`src/rtl/i2c_ctl_pkg.sv`:
```
package i2c_ctl_pkg;
  localparam int unsigned DATA_W   = 16;
  localparam int unsigned ADDR_W   = 2;
  localparam int unsigned DIV_W    = 6;
  localparam int unsigned NUM_REQ  = 3;

  // address map
  localparam logic [ADDR_W-1:0] ADDR_CTL = 2'd0;
  localparam logic [ADDR_W-1:0] ADDR_AUX = 2'd1;

  // control register field positions
  localparam int unsigned B_EN       = 0;
  localparam int unsigned B_SMB      = 1;
  localparam int unsigned B_HOST     = 3;
  localparam int unsigned B_ARP      = 4;
  localparam int unsigned B_CRC_EN   = 5;
  localparam int unsigned B_GC_OFF   = 6;
  localparam int unsigned B_STR_OFF  = 7;
  localparam int unsigned B_REQ_BASE = 8;   // start, stop, crc follow in order

  // request index inside the request vector
  localparam int unsigned REQ_START = 0;
  localparam int unsigned REQ_STOP  = 1;
  localparam int unsigned REQ_CRC   = 2;

  // aux register field positions
  localparam int unsigned B_DMA_EN   = 11;
  localparam int unsigned B_DMA_LAST = 12;

  localparam logic [DATA_W-1:0] CTL_CFG_MASK =
      DATA_W'((1 << B_EN) | (1 << B_SMB) | (1 << B_HOST) | (1 << B_ARP) |
              (1 << B_CRC_EN) | (1 << B_GC_OFF) | (1 << B_STR_OFF));
  localparam logic [DATA_W-1:0] CTL_REQ_MASK =
      DATA_W'(((1 << NUM_REQ) - 1) << B_REQ_BASE);
  localparam logic [DATA_W-1:0] CTL_RD_MASK = CTL_CFG_MASK | CTL_REQ_MASK;
  localparam logic [DATA_W-1:0] AUX_MASK =
      DATA_W'(((1 << DIV_W) - 1) | (1 << B_DMA_EN) | (1 << B_DMA_LAST));
endpackage

```
`src/rtl/i2c_ctl_rst_sync.sv`:
```
module i2c_ctl_rst_sync #(
  parameter int unsigned STAGES = 2
) (
  input  logic clk_i,
  input  logic rst_ni,
  output logic rst_no
);
  logic [STAGES-1:0] sync_q;
  logic [STAGES-1:0] sync_d;

  always_comb begin
    sync_d = {sync_q[STAGES-2:0], 1'b1};
  end

  always_ff @(posedge clk_i or negedge rst_ni) begin
    if (!rst_ni) begin
      sync_q <= '0;
    end else begin
      sync_q <= sync_d;
    end
  end

  assign rst_no = sync_q[STAGES-1];
endmodule

```
`src/rtl/i2c_ctl_bus_decode.sv`:
```
module i2c_ctl_bus_decode
  import i2c_ctl_pkg::*;
(
  input  logic              wr_i,
  input  logic [ADDR_W-1:0] addr_i,
  input  logic              lock_i,
  output logic              ctl_we_o,
  output logic              aux_we_o
);
  always_comb begin
    ctl_we_o = wr_i && (addr_i == ADDR_CTL);
    aux_we_o = wr_i && (addr_i == ADDR_AUX) && !lock_i;
  end
endmodule

```
`src/rtl/i2c_ctl_masked_reg.sv`:
```
module i2c_ctl_masked_reg #(
  parameter int unsigned          W    = 16,
  parameter logic [W-1:0]         MASK = '1
) (
  input  logic         clk_i,
  input  logic         rst_ni,
  input  logic         we_i,
  input  logic [W-1:0] d_i,
  output logic [W-1:0] q_o
);
  logic [W-1:0] q_q;
  logic [W-1:0] q_d;

  always_comb begin
    q_d = d_i & MASK;
  end

  always_ff @(posedge clk_i or negedge rst_ni) begin
    if (!rst_ni) begin
      q_q <= '0;
    end else if (we_i) begin
      q_q <= q_d;
    end
  end

  assign q_o = q_q & MASK;
endmodule

```
`src/rtl/i2c_ctl_req_bit.sv`:
```
module i2c_ctl_req_bit (
  input  logic clk_i,
  input  logic rst_ni,
  input  logic sw_we_i,
  input  logic sw_d_i,
  input  logic hw_set_i,
  input  logic hw_clr_i,
  output logic q_o
);
  logic q_q;
  logic q_d;
  logic upd;

  // hardware set outranks hardware clear, which outranks software
  always_comb begin
    q_d = q_q;
    if (hw_set_i) begin
      q_d = 1'b1;
    end else if (hw_clr_i) begin
      q_d = 1'b0;
    end else if (sw_we_i) begin
      q_d = sw_d_i;
    end
    upd = hw_set_i | hw_clr_i | sw_we_i;
  end

  always_ff @(posedge clk_i or negedge rst_ni) begin
    if (!rst_ni) begin
      q_q <= 1'b0;
    end else if (upd) begin
      q_q <= q_d;
    end
  end

  assign q_o = q_q;
endmodule

```
`src/rtl/i2c_ctl_rd_mux.sv`:
```
module i2c_ctl_rd_mux
  import i2c_ctl_pkg::*;
(
  input  logic [ADDR_W-1:0]  addr_i,
  input  logic [DATA_W-1:0]  cfg_i,
  input  logic [NUM_REQ-1:0] req_i,
  input  logic [DATA_W-1:0]  aux_i,
  output logic [DATA_W-1:0]  rdata_o
);
  logic [DATA_W-1:0] ctl_val;

  always_comb begin
    ctl_val = cfg_i & CTL_CFG_MASK;
    for (int i = 0; i < int'(NUM_REQ); i++) begin
      ctl_val[B_REQ_BASE + i] = req_i[i];
    end
    unique case (addr_i)
      ADDR_CTL: rdata_o = ctl_val;
      ADDR_AUX: rdata_o = aux_i & AUX_MASK;
      default:  rdata_o = '0;
    endcase
  end
endmodule

```
`src/rtl/i2c_ctl_regs.sv`:
```
module i2c_ctl_regs
  import i2c_ctl_pkg::*;
(
  input  logic              clk_i,
  input  logic              rst_ni,
  input  logic              bus_wr_i,
  input  logic [ADDR_W-1:0] bus_addr_i,
  input  logic [DATA_W-1:0] bus_wdata_i,
  output logic [DATA_W-1:0] bus_rdata_o,
  input  logic              ev_start_sent_i,
  input  logic              ev_stop_det_i,
  input  logic              ev_timeout_i,
  input  logic              ev_crc_sent_i,
  input  logic              ev_xfer_end_i,
  input  logic              eng_master_i,
  output logic              start_req_o,
  output logic              stop_req_o,
  output logic              crc_req_o,
  output logic              release_lines_o,
  output logic              enable_o,
  output logic              smbus_sel_o,
  output logic              smb_host_o,
  output logic              arp_en_o,
  output logic              crc_en_o,
  output logic              gcall_en_o,
  output logic              stretch_en_o,
  output logic [DIV_W-1:0]  clk_div_o,
  output logic              dma_en_o,
  output logic              dma_last_o
);
  logic               rst_n_sync;
  logic               ctl_we;
  logic               aux_we;
  logic               lock;
  logic               abort;
  logic [DATA_W-1:0]  cfg_q;
  logic [DATA_W-1:0]  aux_q;
  logic [NUM_REQ-1:0] req_q;
  logic [NUM_REQ-1:0] req_set;
  logic [NUM_REQ-1:0] req_done;

  i2c_ctl_rst_sync #(.STAGES(2)) u_rst (
    .clk_i  (clk_i),
    .rst_ni (rst_ni),
    .rst_no (rst_n_sync)
  );

  assign lock  = |req_q;
  assign abort = ev_xfer_end_i & ~cfg_q[B_EN];

  i2c_ctl_bus_decode u_dec (
    .wr_i     (bus_wr_i),
    .addr_i   (bus_addr_i),
    .lock_i   (lock),
    .ctl_we_o (ctl_we),
    .aux_we_o (aux_we)
  );

  i2c_ctl_masked_reg #(.W(DATA_W), .MASK(CTL_CFG_MASK)) u_cfg (
    .clk_i  (clk_i),
    .rst_ni (rst_n_sync),
    .we_i   (ctl_we),
    .d_i    (bus_wdata_i),
    .q_o    (cfg_q)
  );

  i2c_ctl_masked_reg #(.W(DATA_W), .MASK(AUX_MASK)) u_aux (
    .clk_i  (clk_i),
    .rst_ni (rst_n_sync),
    .we_i   (aux_we),
    .d_i    (bus_wdata_i),
    .q_o    (aux_q)
  );

  // hardware event routing per request
  always_comb begin
    req_set            = '0;
    req_set[REQ_STOP]  = ev_timeout_i;
    req_done           = '0;
    req_done[REQ_START] = ev_start_sent_i;
    req_done[REQ_STOP]  = ev_stop_det_i;
    req_done[REQ_CRC]   = ev_crc_sent_i;
  end

  for (genvar g = 0; g < int'(NUM_REQ); g++) begin : g_req
    i2c_ctl_req_bit u_bit (
      .clk_i    (clk_i),
      .rst_ni   (rst_n_sync),
      .sw_we_i  (ctl_we),
      .sw_d_i   (bus_wdata_i[B_REQ_BASE + g]),
      .hw_set_i (req_set[g]),
      .hw_clr_i (req_done[g] | abort),
      .q_o      (req_q[g])
    );
  end

  i2c_ctl_rd_mux u_rd (
    .addr_i  (bus_addr_i),
    .cfg_i   (cfg_q),
    .req_i   (req_q),
    .aux_i   (aux_q),
    .rdata_o (bus_rdata_o)
  );

  assign start_req_o     = req_q[REQ_START];
  assign stop_req_o      = req_q[REQ_STOP];
  assign crc_req_o       = req_q[REQ_CRC];
  assign release_lines_o = req_q[REQ_STOP] & ~eng_master_i;
  assign enable_o        = cfg_q[B_EN];
  assign smbus_sel_o     = cfg_q[B_SMB];
  assign smb_host_o      = cfg_q[B_HOST];
  assign arp_en_o        = cfg_q[B_ARP];
  assign crc_en_o        = cfg_q[B_CRC_EN];
  assign gcall_en_o      = ~cfg_q[B_GC_OFF];
  assign stretch_en_o    = ~cfg_q[B_STR_OFF] & ~eng_master_i;
  assign clk_div_o       = aux_q[DIV_W-1:0];
  assign dma_en_o        = aux_q[B_DMA_EN];
  assign dma_last_o      = aux_q[B_DMA_LAST];
endmodule

```
`config.mk`:
```
export PLATFORM = sky130hd
export DESIGN_NAME = i2c_ctl_regs
export DESIGN_NICKNAME = d
export VERILOG_FILES = /design/src/rtl/i2c_ctl_pkg.sv /design/src/rtl/i2c_ctl_rst_sync.sv /design/src/rtl/i2c_ctl_bus_decode.sv /design/src/rtl/i2c_ctl_masked_reg.sv /design/src/rtl/i2c_ctl_req_bit.sv /design/src/rtl/i2c_ctl_rd_mux.sv /design/src/rtl/i2c_ctl_regs.sv
export SDC_FILE = /design/constraint.sdc
export NUM_CORES = 1
export LEC_CHECK = 0
export BUFFER_PORTS_ARGS = -buffer_cell sky130_fd_sc_hd__buf_2
export CORE_MARGIN = 2
export CORE_UTILIZATION = 37
export CTS_CLUSTER_SIZE = 28
export DETAILED_ROUTE_END_ITERATION = 10
export PLACE_DENSITY = 0.81
export SLEW_MARGIN = 20
export SYNTH_ARGS = -nofsm -noshare
export SYNTH_HDL_FRONTEND = slang
export SYNTH_SLANG_ARGS = --single-unit
```
`constraint.sdc`:
```
create_clock -name clk_i -period 0.8 [get_ports clk_i]
set_input_delay 0.04 -clock clk_i [delete_from_list [all_inputs] [get_ports clk_i]]
set_output_delay 0.04 -clock clk_i [all_outputs]
set_load 0.005 [all_outputs]
```
== Word level (Yosys, flattened, before mapping) ==
Cells that the tools add are included.
W data, S select, Z words.

* Flip-flop bits (word level): 20
* Bits of input ports: 27
* Word-level logic and storage cells: 41

* Eq/ne operators: 1
* Multiplexer cells: 8
* Bitwise gates (word level): 14
* Reduce and logical (&&, ||, !) cells: 12

{| class="wikitable"
|+ Operators with widths
! operator !! count
|-
| $pmux W13 S2 || 1
|-
| $mux W1 || 7
|-
| $or A1 B1 Y1 || 7
|-
| $reduce_and A2 Y1 || 3
|-
| $not A1 Y1 || 4
|-
| $reduce_bool A2 Y1 || 2
|-
| $and A1 B1 Y1 || 3
|-
| $logic_and A1 B1 Y1 || 3
|-
| $reduce_bool A3 Y1 || 1
|-
| $reduce_or A3 Y1 || 1
|-
| $eq A2 B1 Y1 const B || 1
|-
| $logic_not A2 Y1 || 1
|-
| $logic_not A1 Y1 || 1
|}

== Depth between registers and ports, before layout ==
Gate-level depths: netlist (run 1).

* Depth after elaboration: 6
* Mapped depth: 5

== Cells and area by module ==
Synthesis (run 1) repeated with hierarchy kept, for this count alone.

* Cell total of the unflattened synthesis: 99
* Area total of the unflattened synthesis: 1,179.9 um^2

{| class="wikitable"
|+ By module, submodules not included
! module !! instances !! cells an instance !! area an instance (um^2) !! sequential area each (um^2)
|-
| i2c_ctl_masked_reg (u_aux) || 1 || 26 || 395.4 || 200.2
|-
| i2c_ctl_masked_reg (u_cfg) || 1 || 25 || 362.8 || 175.2
|-
| i2c_ctl_rd_mux || 1 || 25 || 171.4 || 0.0
|-
| i2c_ctl_req_bit || 3 || 3 || 42.5 || 25.0
|-
| i2c_ctl_rst_sync || 1 || 3 || 53.8 || 50.0
|-
| i2c_ctl_regs || 1 || 9 || 48.8 || 0.0
|-
| i2c_ctl_bus_decode || 1 || 2 || 20.0 || 0.0
|}

== Least setup slack after synthesis (run 1) ==
Ideal clock, no wire load.

* Path kind: register to register
* From: reg g_req[1].u_bit.q_q
* To: reg u_aux.q_q[0]
* Arrival time: 1.130 ns
* Setup slack: -0.454 ns
* Stages on the path, launching flop included: 4
* Cells stage by stage: dfrtp_1 -> nor4b_2 -> nand2_2 -> mux2_2

* Word-level cells in the longest chain between the ends: 3

{| class="wikitable"
|+ RTL lines
! what !! line !! text
|-
| start, declared || i2c_ctl_req_bit.sv:10 || <nowiki>logic q_q;</nowiki>
|-
| start signal, assigned || i2c_ctl_req_bit.sv:31 || <nowiki>q_q <= q_d;</nowiki>
|-
| $reduce_or A3 Y1 || i2c_ctl_regs.sv:48 || <nowiki>assign lock = |req_q;</nowiki>
|-
| $logic_not A1 Y1 || i2c_ctl_bus_decode.sv:12 || <nowiki>aux_we_o = wr_i && (addr_i == ADDR_AUX) && !lock_i;</nowiki>
|-
| $logic_and A1 B1 Y1 || i2c_ctl_bus_decode.sv:12 ||
|-
| end signal, assigned || i2c_ctl_masked_reg.sv:22 || <nowiki>q_q <= q_d;</nowiki>
|-
| end, declared || i2c_ctl_masked_reg.sv:11 || <nowiki>logic [W-1:0] q_q;</nowiki>
|}

Every way passes these cells.
A chain may end at the register's enable or synchronous reset.

== Worst setup path after layout (run 1) ==
* From: reg g_req[0].u_bit.q_q
* To: reg u_aux.q_q[0]

* Word-level cells in the longest chain between the ends: 3

{| class="wikitable"
|+ RTL lines
! what !! line
|-
| start, declared || i2c_ctl_req_bit.sv:10
|-
| start signal, assigned || i2c_ctl_req_bit.sv:31
|-
| $reduce_or A3 Y1 || i2c_ctl_regs.sv:48
|-
| $logic_not A1 Y1 || i2c_ctl_bus_decode.sv:12
|-
| $logic_and A1 B1 Y1 || i2c_ctl_bus_decode.sv:12
|}

Every way passes these cells.

==> flow_summary.ini, run 1 <==
[run_status]
outcome = finished with violations
violations = negative setup slack

[layout]
post-route-util = 0.767
synthToLayoutAreaGrowth_pct = 94.4
diodes = 0
fin_area_um2 = 1920
mostFrequentLayoutCells = buf_2 (39), buf_6 (31), dfrtp_1 (20)
layout_commonest_cell = buf_2
final_layout_size_suffix_gt1_frac = 0.669
nets = 203

[synthesis]
synthArstFlopShare = 1.00
synthCells = 78
synth_ff_type = dfrtp_1
synthTopCellsByArea = dfrtp_1 (51%), mux2_2 (16%), mux2i_1 (8.1%), and2_1 (4.4%), nor2_1 (2.7%)
yosys_warnings = 0
syn_area_um2 = 986
yosysTopAreaCellShare = 0.508
avgSynthCellArea_um2 = 12.6
synth_edf_count = 0
ys_types = 21
ys_ff_latch = 20
yosysTopAreaCell = dfrtp_1
seq_area_frac_synth = 0.508

[die]
pin_count = 62
dieArea_um2 = 3090
core_region_area_um2 = 2500
die_y_um = 55.6
fp.dieW_um = 55.6
start_util = 0.394
rows = 18

[route]
wl_mm = 3.34
wl_per_cell_um = 16.3
dr.pass1.iters = 4
antenna_left = 0
drc = 0
vias = 979
via_per_inst = 4.78
drtIter0Drc = 4

[clocking]
cts_buffers = 3
clockRootBuffer = clkbuf_4
clk_latency_ps = 310
clk_pin_slew_ps = 110
cts.path.max_buffers = 2
cts.sinks = 20
htreeDepth = 1
cts_tree = built

[critical_path]
crit_buf_inv = 0
cp_slowest_cell = dfrtp_1
path_class = reg2reg
crit_path_end_kind = flip-flop
startpoint_type = flip-flop
worst_path_largest_cell_delay_ps = 440
reg2regPathDepth = 3
worst-endpoint-required_ps = 990
path_delay_family = simple AND/OR/NAND/NOR gates
cp_num_cells = 3
worstPathMaxFanout = 8
path_cells = nor4b_2 > nand2_2 > mux2_2
cp_data_arrival_time_ps = 1540

[power]
p_leak_nw = 0.977
power_density_nw_per_um2 = 1870
irDropWorstVdd_mv = 1.58

[sta]
rsz0062_at_grt = true
min_period_ps = 1350
final_hold_viol_count = 0
finalSetupViolations = 49
fin_crit_sh = 1.69
layout_setup_ws_ps = -554
fmax_mhz = 739
final_max_slew_viol_count = 0
skew_ps = 17.2

[global_route]
grt_max_degree = 14
grt-ovfl-total = 0
grt_pass1_vias = 1013
antenna_found_initial = 0
grt_pass1_wl_mm = 4.72
track_usage = 0.197

[worst_hold_path]
hold_path.class = in2async

[placement]
dpl.hpwl_mm = 1.92
place_area_um2 = 1390
gp_congestion = 0.708
port_buffers = 55

[job]
maxCapViolations = 0
==> sequential cells by signal, indices dropped and copies added, names as in the netlist <==
name	cells
g_req.u_bit.q_o	3
u_aux.q_q	8
u_cfg.q_q	7
u_rst.sync_q	2
==> worst register-to-register path, cell delays in order, from the launching register on <==
cell and delay [ps]:
dfrtp_1 440, nor4b_2 290, nand2_2 200, mux2_2 320
==> metal layers <==
layer,up-vias,track usage,routed length [um]
li1,452,-,-
met1,462,0.228,1250
met2,53,0.355,1800
met3,12,0.0326,174
met4,0,0.0836,118
met5,-,0,0
==> cell families after synthesis <==
logic type / share of synthesized area
muxes: 0.241
AOI/OAI and AO/OA: 0.0127
buffers and inverters: 0.0673
DFF: 0.508
other: 0.00762
and+or+nand+nor: 0.164
==> metrics by stage <==
stage                     hold WS, ps  power, mW  setup slack, ps  std cells  TNS [ps]
after floorplan                  -256       1.72             -448         80     -5140
after global placement           -173       2.08             -482        172     -5960
after detailed placement         -173       2.13             -503        172     -6370
after CTS                        7.90       3.38             -520        200    -11940
after global routing             31.6       3.76             -619        205    -15290
final                            35.6       3.58             -554        205    -13190
==> power breakdown <==
group	switching (mW)	total (mW)	internal, mW
Combinational	0.480	1.42	0.938
Sequential	0.138	1.33	1.19
Clock	0.329	0.836	0.507
==> worst paths after layout <==
path	endpoint	startpoint	slack, ps
max	u_aux.q_q[0]$_DFFE_PN0P_	g_req[0].u_bit.q_o$_DFFE_PN0P_	-550
min	u_rst.sync_q[0]$_DFF_PN0_	rst_ni	40
max reg2reg	u_aux.q_q[0]$_DFFE_PN0P_	g_req[0].u_bit.q_o$_DFFE_PN0P_	-550
min reg2reg	u_cfg.q_q[6]$_DFFE_PN0P_	u_rst.sync_q[1]$_DFF_PN0_	190
max in group asynchronous	u_cfg.q_q[0]$_DFFE_PN0P_	u_rst.sync_q[1]$_DFF_PN0_	390
min in group clk_i	g_req[0].u_bit.q_o$_DFFE_PN0P_	bus_wdata_i[8]	70
==> layout make-up <==
| class | instances | area (um2) |
|---|---|---|
| inverters | 2 | 7.51 |
| fillers | 140 | 583 |
| flip-flops and latches | 20 | 500 |
| clock inverters | 1 | 30.0 |
| repair buffers | 97 | 810 |
| multi-input cells | 52 | 509 |
| clock buffers | 3 | 22.5 |
| well taps | 30 | 37.5 |
==> what timing repair did <==
item                                    in CTS  in global routing
hold buffers                                15                  0
endpoints found under the hold margin       20                  0
cloned                                       0                  0
pin swaps                                    2                  1
buffers inserted                            10                  8
gates resized for setup                     26                 21
endpoints found under the setup margin      44                 49
==> cells in the mapped netlist, types with 2 or more instances <==
master / number
dfrtp_1: 20
mux2i_1: 8
buf_6: 2
nor2_1: 7
conb_1: 2
and2_1: 7
buf_4: 3
nor3_1: 2
inv_1: 2
mux2_2: 14
Power figures use the tool's default switching activity.
==> run 2: changes to the inputs <==
- CORE_UTILIZATION: 37 -> 45
- PLACE_DENSITY: 0.81 -> 0.91
- RECOVER_POWER: not set -> 25
- clock period: 0.8 -> 1.7 ns (I/O delays scaled with it)
==> flow_summary.ini, run 2 (synthesized netlist as in run 1, its figures left out) <==
[critical_path]
cp_data_arrival_time_ps = 1760
worst-endpoint-required_ps = 1960
path_class = reg2reg
worstPathMaxFanout = 4
crit_path_end_kind = flip-flop
r2r_setup_slack_ps = 190
startpoint_type = flip-flop

[sta]
rsz0062_at_grt = false
worst_slew_pin_slew_ps = 728
final_hold_viol_count = 0
fmax_mhz = 664
relSlewSlack = 0.515
setup_tns_ps = 0
finalSetupViolations = 0
fin_crit_sh = 0.886
skew_ps = 7.72
final_max_slew_viol_count = 0
min_period_ps = 1510

[layout]
diodes = 0
layout_commonest_cell = buf_2
regMostFlops = u_aux.q_q
n_fill_cell = 152
largest_reg_flops = 8
final_layout_size_suffix_gt1_frac = 0.542
fin_cells = 171
mostFrequentLayoutCells = buf_2 (54), dfrtp_1 (20), mux2_2 (14)
post-route-util = 0.694
nets = 172
synthToLayoutAreaGrowth_pct = 42.3

[clocking]
clk_latency_ps = 320
cts_resized = 0
cts_tree = built
cts_buffers = 3
htreeDepth = 1
clk_pin_slew_ps = 120
clockRootBuffer = clkbuf_4
cts.sinks = 20
cts.path.max_buffers = 2
post-cts-setup-buffer-count = 0

[die]
rows = 16
core_region_area_um2 = 2020
fp.dieW_um = 50.8
pin_count = 62
die_y_um = 50.8
start_util = 0.488
dieArea_um2 = 2580

[global_route]
grt-ovfl-total = 0
grt_pass1_wl_mm = 3.77
track_usage = 0.206
grt_pass1_vias = 878
grt_max_degree = 19
antenna_found_initial = 0

[route]
vias = 816
antenna_left = 0
wl_per_cell_um = 14.1
drc = 0
dr.pass1.iters = 4
drtIter0Drc = 5
via_per_inst = 4.77
wl_mm = 2.40

[placement]
dp_cells = 157
port_buffers = 55
dpl.hpwl_mm = 1.62
gp_congestion = 0.757

[job]
maxCapViolations = 0

[power]
p_leak_nw = 0.736
irDropWorstVdd_mv = 0.655
power_density_nw_per_um2 = 966

[worst_hold_path]
hold_path.class = in2reg

[run_status]
outcome = completed
==> run 2: stage by stage <==
step / power (mW) / setup slack [ps] / instance area [um2] / hold WS, ps
2_1_floorplan: 0.790 / 446 / 993 / -211
3_3_place_gp: 0.927 / 356 / 1250 / -130
3_5_place_dp: 0.944 / 316 / 1250 / -128
4_1_cts: 1.36 / 234 / 1390 / 0.156
5_1_grt: 1.42 / 113 / 1400 / 0.140
6_report: 1.35 / 194 / 1400 / 1.95
==> run 2: critical path: stages, from the launching register on <==
cell	delay, ps
dfrtp_1	410
and2b_1	230
o31ai_1	240
dlygate4sd3_1	580
==> run 2: final timing paths <==
| path | from | endpoint | cells after the start |
|---|---|---|---|
| setup / recovery | u_cfg.q_q[0]$_DFFE_PN0P_ | g_req[1].u_bit.q_o$_DFFE_PN0P_ | 3 |
| hold / removal | bus_wdata_i[5] | u_cfg.q_q[5]$_DFFE_PN0P_ | 2 |
| setup reg to reg | u_cfg.q_q[0]$_DFFE_PN0P_ | g_req[1].u_bit.q_o$_DFFE_PN0P_ | 3 |
| hold reg to reg | u_rst.sync_q[1]$_DFF_PN0_ | u_aux.q_q[3]$_DFFE_PN0P_ | 0 |
| max in group asynchronous | u_rst.sync_q[1]$_DFF_PN0_ | u_cfg.q_q[7]$_DFFE_PN0P_ | 0 |
| min in group asynchronous | rst_ni | u_rst.sync_q[0]$_DFF_PN0_ | 2 |
==> run 2: what timing repair did <==
action,CTS,global route
hold buffers,9,1
setup endpoints to repair,0,0
endpoints found under the hold margin,9,1
==> run 2: final cells by class <==
| type | count | area, um2 | area share |
|---|---|---|---|
| sequential | 20 | 500 | 0.357 |
| multi-input combinational | 52 | 427 | 0.304 |
| timing repair buffer | 66 | 382 | 0.272 |
| tap | 27 | 33.8 | 0.0241 |
| clock inverter | 1 | 30.0 | 0.0214 |
| clock buffer | 3 | 22.5 | 0.0161 |
| inverter | 2 | 7.51 | 0.00535 |
==> run 2: power breakdown <==
part | switching [mW] | internal [mW] | leakage (nW)
clock network | 0.161 | 0.239 | 0.0279
logic | 0.132 | 0.197 | 0.466
registers | 0.0667 | 0.559 | 0.242
total | 0.359 | 0.995 | 0.736
==> run 2: routing by layer <==
| layer | share of wire | vias to the layer above | wire length, um | GRT usage |
|---|---|---|---|---|
| li1 | - | 390 | - | - |
| met5 | 0 | - | 0 | 0 |
| met1 | 0.39 | 379 | 939 | 0.191 |
| met2 | 0.52 | 39 | 1240 | 0.390 |
| met3 | 0.058 | 8 | 140 | 0.0526 |
| met4 | 0.035 | 0 | 83 | 0.135 |
